<file path="src/rtl/tf_pkg.sv">
package tf_pkg;
   typedef enum logic {
      TF_LO_FIRST = 1'b0,
      TF_HI_FIRST = 1'b1
   } tf_order_e;

   function automatic int tf_bits(input int n);
      return (n < 2) ? 1 : $clog2(n);
   endfunction
endpackage

</file>
<file path="src/rtl/tf_map_fetch.sv">
module tf_map_fetch
   import tf_pkg::*;
#(
   parameter int COLS   = 80,
   parameter int ROWS   = 60,
   parameter int MAP_AW = 15,
   parameter int COL_W  = 7,
   parameter int ROW_W  = 6,
   parameter int SEL_W  = 1,
   parameter int PH_W   = 3
) (
   input  logic              clk,
   input  logic              rst,
   input  logic              pix_en,
   input  logic [PH_W-1:0]   phase,
   input  logic [COL_W-1:0]  col,
   input  logic [ROW_W-1:0]  row,
   input  logic              vblank,
   input  logic [SEL_W-1:0]  map_sel,
   output logic              rd_en,
   output logic [MAP_AW-1:0] rd_addr
);
   localparam int MAP_BYTES = COLS * ROWS * 2;

   logic [SEL_W-1:0]  sel_q;
   logic [MAP_AW-1:0] entry;
   logic [MAP_AW-1:0] entry_q;
   logic              ph0;
   logic              ph1;

   assign ph0 = pix_en && (phase == PH_W'(0));
   assign ph1 = pix_en && (phase == PH_W'(1));

   always_ff @(posedge clk) begin
      if (rst)
         sel_q <= '0;
      else if (vblank)
         sel_q <= map_sel;
   end

   assign entry = MAP_AW'(sel_q) * MAP_AW'(MAP_BYTES)
                + (MAP_AW'(row) * MAP_AW'(COLS) + MAP_AW'(col)) * MAP_AW'(2);

   always_ff @(posedge clk) begin
      if (rst)
         entry_q <= '0;
      else if (ph0)
         entry_q <= entry;
   end

   assign rd_en   = ph0 || ph1;
   assign rd_addr = ph0 ? entry : entry_q + MAP_AW'(1);

   // map select moves only on blanking clocks
   p_sel_hold_r5: assert property (@(posedge clk) disable iff (rst)
      !vblank |=> $stable(sel_q));

   // second byte read directly follows the first at the next address
   p_hi_after_lo_r2: assert property (@(posedge clk) disable iff (rst)
      (ph1 && $past(ph0)) |-> (rd_addr == $past(rd_addr) + MAP_AW'(1)));
endmodule

</file>
<file path="src/rtl/tf_shape_fetch.sv">
module tf_shape_fetch
   import tf_pkg::*;
#(
   parameter int        TILE   = 8,
   parameter int        PH_W   = 3,
   parameter int        SHP_AW = 19,
   parameter tf_order_e ORDER  = TF_LO_FIRST
) (
   input  logic              clk,
   input  logic              rst,
   input  logic              pix_en,
   input  logic [PH_W-1:0]   phase,
   input  logic [PH_W-1:0]   line_in_tile,
   input  logic [7:0]        map_rdata,
   input  logic [TILE-1:0]   shape_rdata,
   output logic              shape_rd,
   output logic [SHP_AW-1:0] shape_addr,
   output logic [TILE-1:0]   staged
);
   logic [7:0]      first_q;
   logic [PH_W-1:0] trow_q;
   logic [15:0]     tref;
   logic            ph0;
   logic            ph1;
   logic            ph3;
   logic [1:0]      age;

   assign ph0      = pix_en && (phase == PH_W'(0));
   assign ph1      = pix_en && (phase == PH_W'(1));
   assign shape_rd = pix_en && (phase == PH_W'(2));
   assign ph3      = pix_en && (phase == PH_W'(3));

   always_ff @(posedge clk) begin
      if (rst) begin
         first_q <= '0;
         trow_q  <= '0;
         staged  <= '0;
      end else begin
         if (ph0) trow_q  <= line_in_tile;
         if (ph1) first_q <= map_rdata;
         if (ph3) staged  <= shape_rdata;
      end
   end

   generate
      if (ORDER == TF_LO_FIRST) begin : g_lo_first
         assign tref = {map_rdata, first_q};
         p_ref_order_r3: assert property (@(posedge clk) disable iff (rst)
            shape_rd |-> (shape_addr[SHP_AW-1:PH_W] == {map_rdata, $past(map_rdata)}));
      end else begin : g_hi_first
         assign tref = {first_q, map_rdata};
         p_ref_order_r3: assert property (@(posedge clk) disable iff (rst)
            shape_rd |-> (shape_addr[SHP_AW-1:PH_W] == {$past(map_rdata), map_rdata}));
      end
   endgenerate

   assign shape_addr = SHP_AW'({tref, trow_q});

   always_ff @(posedge clk) begin
      if (rst)
         age <= '0;
      else if (age != 2'd3)
         age <= age + 2'd1;
   end

   // row inside the tile follows the scan line seen at the tile start
   p_shape_row_r4: assert property (@(posedge clk) disable iff (rst)
      (shape_rd && age >= 2'd2) |-> (shape_addr[PH_W-1:0] == $past(line_in_tile, 2)));
endmodule

</file>
<file path="src/rtl/tf_pixel_shift.sv">
module tf_pixel_shift #(
   parameter int TILE = 8,
   parameter int PH_W = 3
) (
   input  logic            clk,
   input  logic            rst,
   input  logic            pix_en,
   input  logic [PH_W-1:0] phase,
   input  logic [TILE-1:0] staged,
   output logic            pix_out,
   output logic            pix_valid
);
   logic [TILE-1:0] shreg;
   logic [TILE-1:0] vpipe;
   logic            load;

   assign load = pix_en && (phase == PH_W'(TILE - 1));

   always_ff @(posedge clk) begin
      if (rst) begin
         shreg <= '0;
         vpipe <= '0;
      end else begin
         vpipe <= {vpipe[TILE-2:0], pix_en};
         if (load)
            shreg <= staged;
         else
            shreg <= {shreg[TILE-2:0], 1'b0};
      end
   end

   assign pix_valid = vpipe[TILE-1];
   assign pix_out   = pix_valid & shreg[TILE-1];

   // a freshly loaded row presents its leftmost bit on the next clock
   p_load_left_r1: assert property (@(posedge clk) disable iff (rst)
      load |=> (pix_out == (pix_valid & $past(staged[TILE-1]))));
endmodule

</file>
<file path="src/rtl/tile_fetcher.sv">
module tile_fetcher
   import tf_pkg::*;
#(
   parameter int        COLS   = 80,
   parameter int        ROWS   = 60,
   parameter int        TILE   = 8,
   parameter int        MAPS   = 2,
   parameter int        MAP_AW = 15,
   parameter tf_order_e ORDER  = TF_LO_FIRST,
   localparam int       PH_W   = tf_bits(TILE),
   localparam int       X_W    = tf_bits(COLS * TILE),
   localparam int       Y_W    = tf_bits(ROWS * TILE),
   localparam int       SEL_W  = tf_bits(MAPS),
   localparam int       SHP_AW = 16 + PH_W
) (
   input  logic              clk,
   input  logic              rst,
   input  logic              pix_en,
   input  logic [X_W-1:0]    pix_x,
   input  logic [Y_W-1:0]    pix_y,
   input  logic              vblank,
   input  logic [SEL_W-1:0]  map_sel,
   input  logic              cpu_wr_req,
   input  logic [MAP_AW-1:0] cpu_addr,
   input  logic [7:0]        cpu_wdata,
   output logic              cpu_ready,
   output logic              map_en,
   output logic              map_we,
   output logic [MAP_AW-1:0] map_addr,
   output logic [7:0]        map_wdata,
   input  logic [7:0]        map_rdata,
   output logic              shape_rd,
   output logic [SHP_AW-1:0] shape_addr,
   input  logic [TILE-1:0]   shape_rdata,
   output logic              pix_out,
   output logic              pix_valid
);
   localparam int COL_W = X_W - PH_W;
   localparam int ROW_W = Y_W - PH_W;

   generate
      if (TILE < 4 || (TILE & (TILE - 1)) != 0) begin : g_bad_tile
         $error("tile_fetcher: TILE must be a power of two of at least 4");
      end
      if (MAPS * COLS * ROWS * 2 > (1 << MAP_AW)) begin : g_bad_map
         $error("tile_fetcher: MAP_AW too small for MAPS full maps");
      end
      if (COL_W < 1 || ROW_W < 1) begin : g_bad_grid
         $error("tile_fetcher: grid must span more than one tile");
      end
   endgenerate

   logic [PH_W-1:0]   phase;
   logic              disp_rd;
   logic [MAP_AW-1:0] disp_addr;
   logic [TILE-1:0]   staged;

   assign phase = pix_x[PH_W-1:0];

   tf_map_fetch #(
      .COLS(COLS), .ROWS(ROWS), .MAP_AW(MAP_AW),
      .COL_W(COL_W), .ROW_W(ROW_W), .SEL_W(SEL_W), .PH_W(PH_W)
   ) u_map (
      .clk(clk), .rst(rst), .pix_en(pix_en), .phase(phase),
      .col(pix_x[X_W-1:PH_W]), .row(pix_y[Y_W-1:PH_W]),
      .vblank(vblank), .map_sel(map_sel),
      .rd_en(disp_rd), .rd_addr(disp_addr)
   );

   tf_shape_fetch #(
      .TILE(TILE), .PH_W(PH_W), .SHP_AW(SHP_AW), .ORDER(ORDER)
   ) u_shape (
      .clk(clk), .rst(rst), .pix_en(pix_en), .phase(phase),
      .line_in_tile(pix_y[PH_W-1:0]), .map_rdata(map_rdata),
      .shape_rdata(shape_rdata), .shape_rd(shape_rd),
      .shape_addr(shape_addr), .staged(staged)
   );

   tf_pixel_shift #(
      .TILE(TILE), .PH_W(PH_W)
   ) u_shift (
      .clk(clk), .rst(rst), .pix_en(pix_en), .phase(phase),
      .staged(staged), .pix_out(pix_out), .pix_valid(pix_valid)
   );

   // the map port belongs to the display in its two fetch slots
   assign cpu_ready = !disp_rd;
   assign map_we    = cpu_wr_req && !disp_rd;
   assign map_en    = disp_rd || map_we;
   assign map_addr  = disp_rd ? disp_addr : cpu_addr;
   assign map_wdata = cpu_wdata;

   p_stall_blocks_r6: assert property (@(posedge clk) disable iff (rst)
      (cpu_wr_req && !cpu_ready) |-> !map_we);

   p_write_path_r6: assert property (@(posedge clk) disable iff (rst)
      map_we |-> (map_en && map_addr == cpu_addr && map_wdata == cpu_wdata));
endmodule

</file>
<file path="config.mk">
export PLATFORM = sky130hd
export DESIGN_NAME = tile_fetcher
export DESIGN_NICKNAME = d
export VERILOG_FILES = /design/src/rtl/tf_pkg.sv /design/src/rtl/tf_map_fetch.sv /design/src/rtl/tf_shape_fetch.sv /design/src/rtl/tf_pixel_shift.sv /design/src/rtl/tile_fetcher.sv
export SDC_FILE = /design/constraint.sdc
export NUM_CORES = 1
export LEC_CHECK = 0
export ABC_AREA = 1
export BUFFER_PORTS_ARGS = -buffer_cell sky130_fd_sc_hd__buf_4
export CAP_MARGIN = 20
export CORE_UTILIZATION = 35
export DETAILED_ROUTE_END_ITERATION = 10
export GPL_ROUTABILITY_DRIVEN = 0
export PLACE_DENSITY_LB_ADDON = 0.15
export RECOVER_POWER = 25
export SETUP_SLACK_MARGIN = 0.15
export SLEW_MARGIN = 10
export SYNTH_ARGS = -nofsm -noshare
export SYNTH_HDL_FRONTEND = slang
export SYNTH_SLANG_ARGS = --single-unit
</file>
<file path="constraint.sdc">
create_clock -name clk -period 6.45 [get_ports clk]
set_clock_uncertainty 0.2 [all_clocks]
set_input_delay 1.935 -clock clk [delete_from_list [all_inputs] [get_ports clk]]
set_output_delay 1.935 -clock clk [all_outputs]
set_load 0.005 [all_outputs]
</file>
==> flow_metrics.py <==
metrics = {
    "min_path": {
        "hold_depth": 2,
        "hold_path_class": "flip-flop to flip-flop",
    },
    "synthesis": {
        "synth_edf_count": 0,
        "syn_inst": 364,
        "yosysMostFrequentCell": "nand2_1",
        "synth_top_area_share_pct": 36.5,
        "synth.avg_cell_area_sq_um": 7.53,
        "synth_async_sr_flop_share_pct": 0,
        "syn_area_sq_um": 2740,
        "synth_top_flop_cell": "dfxtp_1",
        "yosysSeqAreaShare_pct": 36.5,
        "synth_warnings": 0,
        "synth_area_leaders": "dfxtp_1 (37%), nand2_1 (14%), ha_1 (6.8%)",
        "post-synth-top-area-cell": "dfxtp_1",
        "synth-seq-cells": 50,
        "syn_nets": 446,
        "synth_commonest_cells": "nand2_1 (99), dfxtp_1 (50), inv_1 (33)",
        "yosysUniqueCellTypes": 32,
    },
    "floorplanning": {
        "core_sq_um": 7410,
        "rows": 31,
        "io_pins": 112,
        "dieArea_sq_um": 8190,
        "start_util_pct": 37.0,
        "fp.dieW_microns": 90.5,
        "dieHeight_microns": 90.5,
    },
    "setup_path": {
        "path_buf_inv": 6,
        "end_kind": "primary output",
        "cpPeakStageDelay_ns": 0.40,
        "timing.rr.end": "u_map.entry_q[11]$_SDFFE_PP0P_",
        "worstPathCellList": "buf_6 > ha_4 > ha_4 > inv_2 > fa_2 > xnor2_2 > nand2_1 > o21ai_1 > inv_1 > ha_4 > nand2_1 > nand3b_1 > nand2_2 > inv_2 > nand2_1 > nand3_1 > nand2_1 > inv_2 > o21ai_1 > buf_4",
        "critPathRequiredTime_ns": 4.32,
        "crit_type": "primary input to primary output",
        "r2r_cells": 13,
        "startpoint": "pix_y[6]",
        "r2r-start": "u_map.sel_q$_SDFFE_PP0P_",
        "crit_path_top_delay_cell": "fa_2",
        "cp_top_family": "adder cells",
        "r2r_slack_ns": 4.20,
        "critPathArrivalTime_ns": 4.53,
        "crit_path_end": "map_addr[11]",
        "cp.depth": 20,
        "critPathMaxFanout": 3,
        "start_kind": "primary input",
        "cpMostUsedCell": "nand2_1",
    },
    "run_status": {
        "outcome": "finished with violations",
        "violations": "max-capacitance violations, max-slew violations, negative setup slack",
    },
    "final_layout": {
        "multi_input_area_sq_um": 1570,
        "post-route-cell-area_sq_um": 3840,
        "drive_above_1_share_pct": 39.6,
        "area_delta_synth_final_pct": 40.3,
        "n_antenna_cell": 0,
        "nNetsFinal": 549,
        "nFillCells": 748,
        "seq_area_sq_um": 1000,
    },
    "clock_network": {
        "clkSinkCount": 50,
        "clk_pin_slew_worst_paths_ns": 0.09,
        "clock_path_buffers": 2,
        "cts_made_buffers": 5,
        "cts_max_level": 2,
        "clk_latency_ns": 0.30,
        "clock-root-buffer": "clkbuf_8",
        "cts_tree": "yes",
    },
    "place": {
        "placed_cell_area_sq_um": 3540,
        "dpl.hpwl_mm": 4.77,
        "io_buffers": 95,
    },
    "grt": {
        "grt_first_pass_wirelength_mm": 11.2,
        "overflow": 0,
        "grtUsageTotal_pct": 16.4,
        "grt_pass1_vias": 2563,
        "grt_max_degree": 51,
        "antenna_found_initial": 0,
    },
    "run": {
        "maxCapViolCount": 1,
    },
    "timing": {
        "final.period_utilization_pct": 103,
        "hold_ws_ns": 0.206,
        "setup_viol": 5,
        "hold_viol_final": 0,
        "slew-limit-headroom_pct": -41.2,
        "fin_ws_ns": -0.215,
        "max_freq_mhz": 150,
        "min_period_ns": 6.67,
        "worst_slew_pin_slew_ns": 2.12,
        "rsz0062_at_grt": "yes",
        "slew_viol_final": 51,
    },
    "pwr": {
        "pwr_density_cell_nw_per_um2": 186,
        "p_leak_uw": 0.00174,
        "p_total_uw": 714,
        "ir_drop_mv": 0.0999,
    },
    "routing": {
        "firstDrtPassIters": 4,
        "via_per_inst": 4.53,
        "wl_per_cell_microns": 11.3,
        "drtIter0Drc": 41,
        "drc": 0,
        "vias": 2562,
        "routed_wl_mm": 6.42,
        "antenna_left": 0,
    },
}
-- through the flow --
step / setup TNS, ns / utilization, % / setup WS, ns / instances
floorplan: 0 / - / 0.151 / 364
global route: -1.60 / 51.9 / -0.369 / 566
CTS: -0.285 / 51.2 / -0.101 / 563
finish: -0.877 / 51.9 / -0.215 / 566
detailed placement: -1.07 / 47.8 / -0.253 / 550
global placement: -0.745 / 47.8 / -0.195 / 550
-- sequential cells by signal, summed over array words and instances, names as in the netlist --
signal	cells
u_map.entry_q	14
u_shape.staged	8
u_shape.trow_q	3
u_shape.first_q	8
u_shift.shreg	8
u_shift.vpipe	8
u_map.sel_q	1
-- report_power, final --
part	internal, uW	leakage (uW)	switching, uW
combinational	115	0.00129	105
sequential	315	0.000405	3.31
clock	75.1	0.0000444	100
-- layer usage --
metal / track usage, % / part of all wire [%] / vias to the layer above / wire, microns
li1: - / - / 1343 / -
met1: 19.0 / 43 / 1149 / 2760
met2: 29.7 / 51 / 60 / 3270
met3: 4.04 / 5.0 / 10 / 321
met4: 4.17 / 1.1 / 0 / 70
met5: 0 / 0 / - / 0
-- logic make-up after synthesis --
group	synth area share, %
AND/OR/NAND/NOR	28.9
buffers and inverters	11.7
flip-flops	36.5
AO/OA/AOI/OAI	9.00
adder cells (fa/ha/maj)	9.04
multiplexers	3.29
XOR/XNOR	1.60
-- layout make-up --
cell class              count  area share [%]
multi-input cells         249            40.8
flip-flops and latches     50            26.0
repair buffers            122            23.9
inverters                  39            3.87
well taps                  99            3.22
clock buffers               5            1.79
clock inverters             2           0.358
-- worst reg2reg max path: cells and delay by family (launching register included) --
| family | cells | cell delay (ns) |
|---|---|---|
| buffers and inverters | 4 | 0.32 |
| flip-flops | 1 | 0.43 |
| AND/OR/NAND/NOR | 7 | 0.47 |
| adder cells (fa/ha/maj) | 2 | 0.65 |
-- what timing repair did --
| action | in CTS | in global routing |
|---|---|---|
| endpoints found under the setup margin | 6 | 6 |
| resized for setup | 25 | 9 |
| buffers inserted | 6 | 3 |
| pin swaps | 15 | 16 |
| hold buffers | 0 | 0 |
-- cells in the final DEF (no fill, tap or decap), types with 4 or more instances in the layout --
cell type | Yosys | routed
o21ai_2 | 1 | 4
nand2_1 | 99 | 97
o21ai_0 | 14 | 9
nand3_2 | 7 | 12
buf_4 | 17 | 112
mux2i_1 | 9 | 9
nor2_4 | 2 | 4
clkbuf_8 | 1 | 5
inv_2 | 5 | 9
nor2_1 | 25 | 24
ha_4 | 0 | 6
nand3_1 | 13 | 8
nand2_2 | 6 | 8
a21oi_1 | 29 | 29
clkbuf_4 | 0 | 6
nor2_2 | 5 | 4
inv_1 | 33 | 28
ha_1 | 15 | 8
dfxtp_1 | 50 | 50
o21ai_1 | 3 | 5
-- worst min path at each step --
| stage | from | end | slack (ns) |
|---|---|---|---|
| floorplan | u_shift.vpipe[0]$_SDFF_PP0_ | u_shift.vpipe[1]$_SDFF_PP0_ | 0.19 |
| global placement | u_shift.vpipe[1]$_SDFF_PP0_ | u_shift.vpipe[2]$_SDFF_PP0_ | 0.19 |
| detailed placement | u_shift.vpipe[0]$_SDFF_PP0_ | u_shift.vpipe[1]$_SDFF_PP0_ | 0.20 |
| CTS | u_shift.vpipe[2]$_SDFF_PP0_ | u_shift.vpipe[3]$_SDFF_PP0_ | 0.21 |
| global route | u_shift.vpipe[6]$_SDFF_PP0_ | u_shift.vpipe[7]$_SDFF_PP0_ | 0.23 |
| finish | u_shift.vpipe[2]$_SDFF_PP0_ | u_shift.vpipe[3]$_SDFF_PP0_ | 0.21 |
Note: power is estimated with default switching activity, not from simulation.
